<file path="config.mk">
export PLATFORM = sky130hd
export DESIGN_NAME = tdm_tx_slot_gate
export DESIGN_NICKNAME = d
export VERILOG_FILES = /design/src/rtl/tdm_slot_pkg.sv /design/src/rtl/tdm_slot_counter.sv /design/src/rtl/tdm_slot_cfg.sv /design/src/rtl/tdm_slot_decide.sv /design/src/rtl/tdm_tx_slot_gate.sv
export SDC_FILE = /design/constraint.sdc
export NUM_CORES = 1
export LEC_CHECK = 0
export BUFFER_PORTS_ARGS = -buffer_cell sky130_fd_sc_hd__buf_2
export CAP_MARGIN = 20
export CORE_ASPECT_RATIO = 1.1
export CORE_UTILIZATION = 45
export CTS_CLUSTER_DIAMETER = 30
export DETAILED_ROUTE_END_ITERATION = 10
export PLACE_DENSITY = 0.72
export SKIP_CTS_REPAIR_TIMING = 1
export SLEW_MARGIN = 30
export SYNTH_ARGS = -nofsm -noshare
export SYNTH_HDL_FRONTEND = slang
export SYNTH_HIERARCHICAL = 1
export SYNTH_SLANG_ARGS = --single-unit
</file>
<file path="constraint.sdc">
create_clock -name clk -period 4.7 [get_ports clk]
set_clock_uncertainty 0.1 [all_clocks]
set_input_delay 1.41 -clock clk [delete_from_list [all_inputs] [get_ports clk]]
set_output_delay 1.41 -clock clk [all_outputs]
set_load 0.03 [all_outputs]
</file>
<file path="src/rtl/tdm_slot_pkg.sv">
package tdm_slot_pkg;
  typedef enum logic [1:0] {
    MODE_ALL      = 2'b00,
    MODE_EN_SEL   = 2'b01,
    MODE_MASK_SEL = 2'b10,
    MODE_SYM      = 2'b11
  } slot_mode_e;

  // Returns {enable, drive} for one slot from its two selection bits.
  function automatic logic [1:0] slot_verdict(slot_mode_e m, logic tx_bit, logic rx_bit);
    logic en, dr;
    unique case (m)
      MODE_ALL:      begin en = 1'b1;   dr = 1'b1;            end
      MODE_EN_SEL:   begin en = tx_bit; dr = tx_bit;          end
      MODE_MASK_SEL: begin en = 1'b1;   dr = tx_bit;          end
      default:       begin en = rx_bit; dr = rx_bit & tx_bit; end
    endcase
    return {en, dr};
  endfunction
endpackage

</file>
<file path="src/rtl/tdm_slot_counter.sv">
module tdm_slot_counter #(
  parameter int NUM_CH = 128,
  localparam int CH_W = $clog2(NUM_CH)
) (
  input  logic            clk,
  input  logic            rst_n,
  input  logic            fsync_i,
  input  logic            word_stb_i,
  output logic [CH_W-1:0] chan_q,
  output logic [CH_W-1:0] chan_nxt,
  output logic            step_o,
  output logic            update_o
);
  localparam logic [CH_W-1:0] LAST = CH_W'(NUM_CH - 1);

  assign step_o   = word_stb_i && !fsync_i && (chan_q != LAST);
  assign update_o = fsync_i || step_o;
  assign chan_nxt = fsync_i ? '0 : (step_o ? chan_q + 1'b1 : chan_q);

  always_ff @(posedge clk or negedge rst_n) begin
    if (!rst_n) chan_q <= '0;
    else        chan_q <= chan_nxt;
  end

  p_step_r1: assert property (@(posedge clk) disable iff (!rst_n)
    step_o |=> chan_q == $past(chan_q) + 1'b1);
  p_ceiling_r8: assert property (@(posedge clk) disable iff (!rst_n)
    (word_stb_i && !fsync_i && chan_q == LAST) |=> chan_q == LAST);
endmodule

</file>
<file path="src/rtl/tdm_slot_cfg.sv">
module tdm_slot_cfg
  import tdm_slot_pkg::*;
#(
  parameter int NUM_CH = 128
) (
  input  logic              clk,
  input  logic              rst_n,
  input  logic              fsync_i,
  input  logic [1:0]        mode_i,
  input  logic              wide_i,
  input  logic [NUM_CH-1:0] tx_sel_i,
  input  logic [NUM_CH-1:0] rx_sel_i,
  output slot_mode_e        mode_q,
  output logic              wide_q,
  output logic [NUM_CH-1:0] tx_sel_q,
  output logic [NUM_CH-1:0] rx_sel_q
);
  always_ff @(posedge clk or negedge rst_n) begin
    if (!rst_n) begin
      mode_q   <= MODE_ALL;
      wide_q   <= 1'b0;
      tx_sel_q <= '0;
      rx_sel_q <= '0;
    end else if (fsync_i) begin
      mode_q   <= slot_mode_e'(mode_i);
      wide_q   <= wide_i;
      tx_sel_q <= tx_sel_i;
      rx_sel_q <= rx_sel_i;
    end
  end

  p_cfg_hold_r7: assert property (@(posedge clk) disable iff (!rst_n)
    !fsync_i |=> ($stable(mode_q) && $stable(wide_q) && $stable(tx_sel_q) && $stable(rx_sel_q)));
endmodule

</file>
<file path="src/rtl/tdm_slot_decide.sv">
module tdm_slot_decide
  import tdm_slot_pkg::*;
#(
  parameter int NUM_CH   = 128,
  parameter int SMALL_CH = 32,
  localparam int CH_W = $clog2(NUM_CH)
) (
  input  slot_mode_e        mode_i,
  input  logic              wide_i,
  input  logic [NUM_CH-1:0] tx_sel_i,
  input  logic [NUM_CH-1:0] rx_sel_i,
  input  logic [CH_W-1:0]   chan_i,
  output logic              en_o,
  output logic              dr_o
);
  logic in_range, tx_bit, rx_bit;

  assign in_range = wide_i || (int'(chan_i) < SMALL_CH);
  assign tx_bit   = tx_sel_i[chan_i] && in_range;
  assign rx_bit   = rx_sel_i[chan_i] && in_range;
  assign {en_o, dr_o} = slot_verdict(mode_i, tx_bit, rx_bit);
endmodule

</file>
<file path="src/rtl/tdm_tx_slot_gate.sv">
module tdm_tx_slot_gate
  import tdm_slot_pkg::*;
#(
  parameter int NUM_CH   = 128,
  parameter int SMALL_CH = 32,
  localparam int CH_W = $clog2(NUM_CH)
) (
  input  logic              clk,
  input  logic              rst_n,
  input  logic [1:0]        mode_i,
  input  logic              wide_sel_i,
  input  logic [NUM_CH-1:0] tx_sel_i,
  input  logic [NUM_CH-1:0] rx_sel_i,
  input  logic              fsync_i,
  input  logic              word_stb_i,
  output logic [CH_W-1:0]   chan_o,
  output logic              tx_en_o,
  output logic              drive_en_o
);
  logic [CH_W-1:0]   chan_nxt;
  logic              step, update;
  slot_mode_e        cfg_mode, eff_mode;
  logic              cfg_wide, eff_wide;
  logic [NUM_CH-1:0] cfg_tx, cfg_rx, eff_tx, eff_rx;
  logic              verdict_en, verdict_dr;

  tdm_slot_counter #(.NUM_CH(NUM_CH)) u_cnt (
    .clk(clk), .rst_n(rst_n), .fsync_i(fsync_i), .word_stb_i(word_stb_i),
    .chan_q(chan_o), .chan_nxt(chan_nxt), .step_o(step), .update_o(update));

  tdm_slot_cfg #(.NUM_CH(NUM_CH)) u_cfg (
    .clk(clk), .rst_n(rst_n), .fsync_i(fsync_i), .mode_i(mode_i),
    .wide_i(wide_sel_i), .tx_sel_i(tx_sel_i), .rx_sel_i(rx_sel_i),
    .mode_q(cfg_mode), .wide_q(cfg_wide), .tx_sel_q(cfg_tx), .rx_sel_q(cfg_rx));

  // The slot opened by a frame sync is judged with the settings captured there.
  assign eff_mode = fsync_i ? slot_mode_e'(mode_i) : cfg_mode;
  assign eff_wide = fsync_i ? wide_sel_i : cfg_wide;
  assign eff_tx   = fsync_i ? tx_sel_i   : cfg_tx;
  assign eff_rx   = fsync_i ? rx_sel_i   : cfg_rx;

  tdm_slot_decide #(.NUM_CH(NUM_CH), .SMALL_CH(SMALL_CH)) u_dec (
    .mode_i(eff_mode), .wide_i(eff_wide), .tx_sel_i(eff_tx), .rx_sel_i(eff_rx),
    .chan_i(chan_nxt), .en_o(verdict_en), .dr_o(verdict_dr));

  always_ff @(posedge clk or negedge rst_n) begin
    if (!rst_n) begin
      tx_en_o    <= 1'b0;
      drive_en_o <= 1'b0;
    end else if (update) begin
      tx_en_o    <= verdict_en;
      drive_en_o <= verdict_dr;
    end
  end

  p_frame_start_r1: assert property (@(posedge clk) disable iff (!rst_n)
    fsync_i |=> chan_o == '0);
  p_drive_needs_en_r5: assert property (@(posedge clk) disable iff (!rst_n)
    drive_en_o |-> tx_en_o);
  p_all_on_r2: assert property (@(posedge clk) disable iff (!rst_n)
    (step && cfg_mode == MODE_ALL) |=> (tx_en_o && drive_en_o));
  p_small_range_r6: assert property (@(posedge clk) disable iff (!rst_n)
    (step && cfg_mode != MODE_ALL && !cfg_wide && int'(chan_nxt) >= SMALL_CH) |=> !drive_en_o);
  p_hold_r9: assert property (@(posedge clk) disable iff (!rst_n)
    (!fsync_i && !word_stb_i) |=> ($stable(chan_o) && $stable(tx_en_o) && $stable(drive_en_o)));
endmodule

</file>
==> results.toml <==
[run_status]
status = "finished clean"

[finish]
nFillCells = 2928
finalNetCount = 1648
area_growth_pct = 25.71
drive_above_1_share_pct = 72.47

[global_route]
grt_overflow = 0
antenna_found_initial = 10
track_usage_pct = 21.19
grt_max_degree = 96
grt_pass1_wl_mm = 62.99
grt_pass1_vias = 11369

[route]
top_layer_used = "met5"
vias_per_cell = 5.330
drtAntennaViolNets = 0
wl_per_cell_um = 20.99
drt_first_pass_iters = 4
drt_iter0_drc = 437
dr_wl_met3_mm = 2.541
drcViolationCount = 0
met1_length_mm = 17.07
routed_wirelength_mm = 40.65
num_vias = 10318
wl_met2_mm = 19.51

[cts]
root_buffer = "clkbuf_16"
htree_levels = 3
cts_sinks = 268
clk_latency_ns = 0.59
cts_buffers = 73
clk_pin_slew_ns = 0.04
cts.path.max_buffers = 3
cts_tree = "done"

[floorplanning]
core_area_um2 = 37410
initial_core_util_pct = 45.90
rows = 74
pin_count = 272
dieArea_um2 = 38940
die_h_um = 206.9
die_x_um = 188.2

[power]
p_leak_nw = 10.20
max-vdd-ir-drop_uv = 377.5
powerDensity_nw_per_um2 = 421.1

[sta]
relSlewSlack_pct = 46.05
rsz0062_at_grt = "no"
max_clock_freq_ghz = 0.2434
whs_ns = 0.4019
final_hold_viol_count = 0
finalCritPeriodShare_pct = 87.42
finalMaxSlewViolations = 0
setup_tns_ns = 0
period_minus_slack_ns = 4.109
tightest_slew_ns = 0.8092
final-setup-viol-count = 0

[placed_design]
dp_hpwl_mm = 28.25
numPortBuffers = 271
routabilityCongestion = 0.7837

[min_path]
hp-start = "u_cfg/rx_sel_q[4]"
min_path_type = "reg2reg"

[yosys]
ys.warnings.count = 6
syn_area_um2 = 17170
syn_inst = 1065
syn_nets = 1333
synth_area_per_cell_um2 = 16.12

[setup_path]
cp_data_required_time_ns = 5.05
r2r_cells = 12
r2r_slack_ns = 0.76
worstSetupPathType = "in2reg"
crit_arrival_ns = 4.46
cp-end-kind = "register"
endpoint = "tx_en_o"
startpoint_type = "input port"
reg2reg_from = "u_cnt/chan_q[0]"
r2r_end = "tx_en_o"
worstPathMaxFanout = 24
startpoint = "fsync_i"

[flow_run]
max_cap_viol_count = 0
[power breakdown]
group	internal (mW)	leakage [nW]	switching, mW
combinational	0.909	5.84	0.539
sequential	2.55	3.15	0.127
clock	3.45	1.21	1.52
[how the worst min path moves through the flow]
stage | depth (start not counted) | end
floorplan | 1 | u_cfg/mode_q[0]
global placement | 1 | u_cfg/mode_q[1]
detailed placement | 1 | u_cfg/tx_sel_q[35]
CTS | 1 | u_cfg/rx_sel_q[127]
global route | 1 | u_cfg/tx_sel_q[21]
finish | 1 | u_cfg/rx_sel_q[4]
[placed cells by master, fill, tap and decap left out, types with 3 or more instances in the layout]
cell type,instances
clkinvlp_4,6
mux2i_1,18
buf_2,269
clkbuf_16,77
clkinv_2,15
mux4_2,63
nand4_1,7
mux2_4,405
clkbuf_8,3
o2111ai_1,3
nand2_1,15
ha_1,5
dfrtp_1,268
nor2_1,11
diode_2,7
o211ai_1,3
a31oi_4,3
nor2b_1,7
inv_6,7
mux2_2,119
nand2b_1,5
inv_1,4
a21oi_1,6
clkinv_4,5
a31oi_1,4
buf_12,19
bufinv_16,8
nand3_1,8
clkbuf_1,9
buf_4,31
[final cells by class]
class	instances	area [um2]	share of cell area [%]
multi-input combinational	712	9771	45.27
sequential	268	6706	31.07
clock buffer	89	2002	9.275
timing repair buffer	321	1989	9.217
tap	494	618.1	2.864
clock inverter	41	465.4	2.156
antenna	7	17.52	0.08115
inverter	4	15.01	0.06956
[registers in the layout, indices dropped and copies added (netlist names)]
signal	flops
u_cfg/rx_sel_q	128
u_cnt/chan_q	7
u_cfg/mode_q	2
u_cfg/wide_q	1
drive_en_o	1
u_cfg/tx_sel_q	128
tx_en_o	1
[through the flow]
stage               util (%)  setup WS [ns]  power, mW  instance area (um2)  std cells
detailed placement     51.06        0.03247      4.150                19100       1799
floorplan                  -         0.4957      3.744                17170       1065
global placement       51.06        0.02033      4.112                19100       1799
global route           57.68         0.4738      9.432                21570       1932
finish                 57.70         0.5915      9.090                21580       1936
CTS                    57.66         0.6359      9.193                21570       1929
[critical path: stages]
cell      delay [ns]
buf_8           0.21
buf_4           0.25
buf_4           0.34
mux2_2          0.38
mux4_2          0.47
mux2i_1         0.27
a211oi_1        0.12
o211ai_1        0.13
nand4_1         0.23
a311o_1         0.37
mux2_2          0.26
[routing by layer]
layer | vias up | global-route usage [%]
met5 | - | 0
met4 | 8 | 10.57
met3 | 91 | 5.883
met2 | 289 | 34.40
met1 | 5241 | 26.03
li1 | 4689 | -
(Power assumes the default switching activity.)
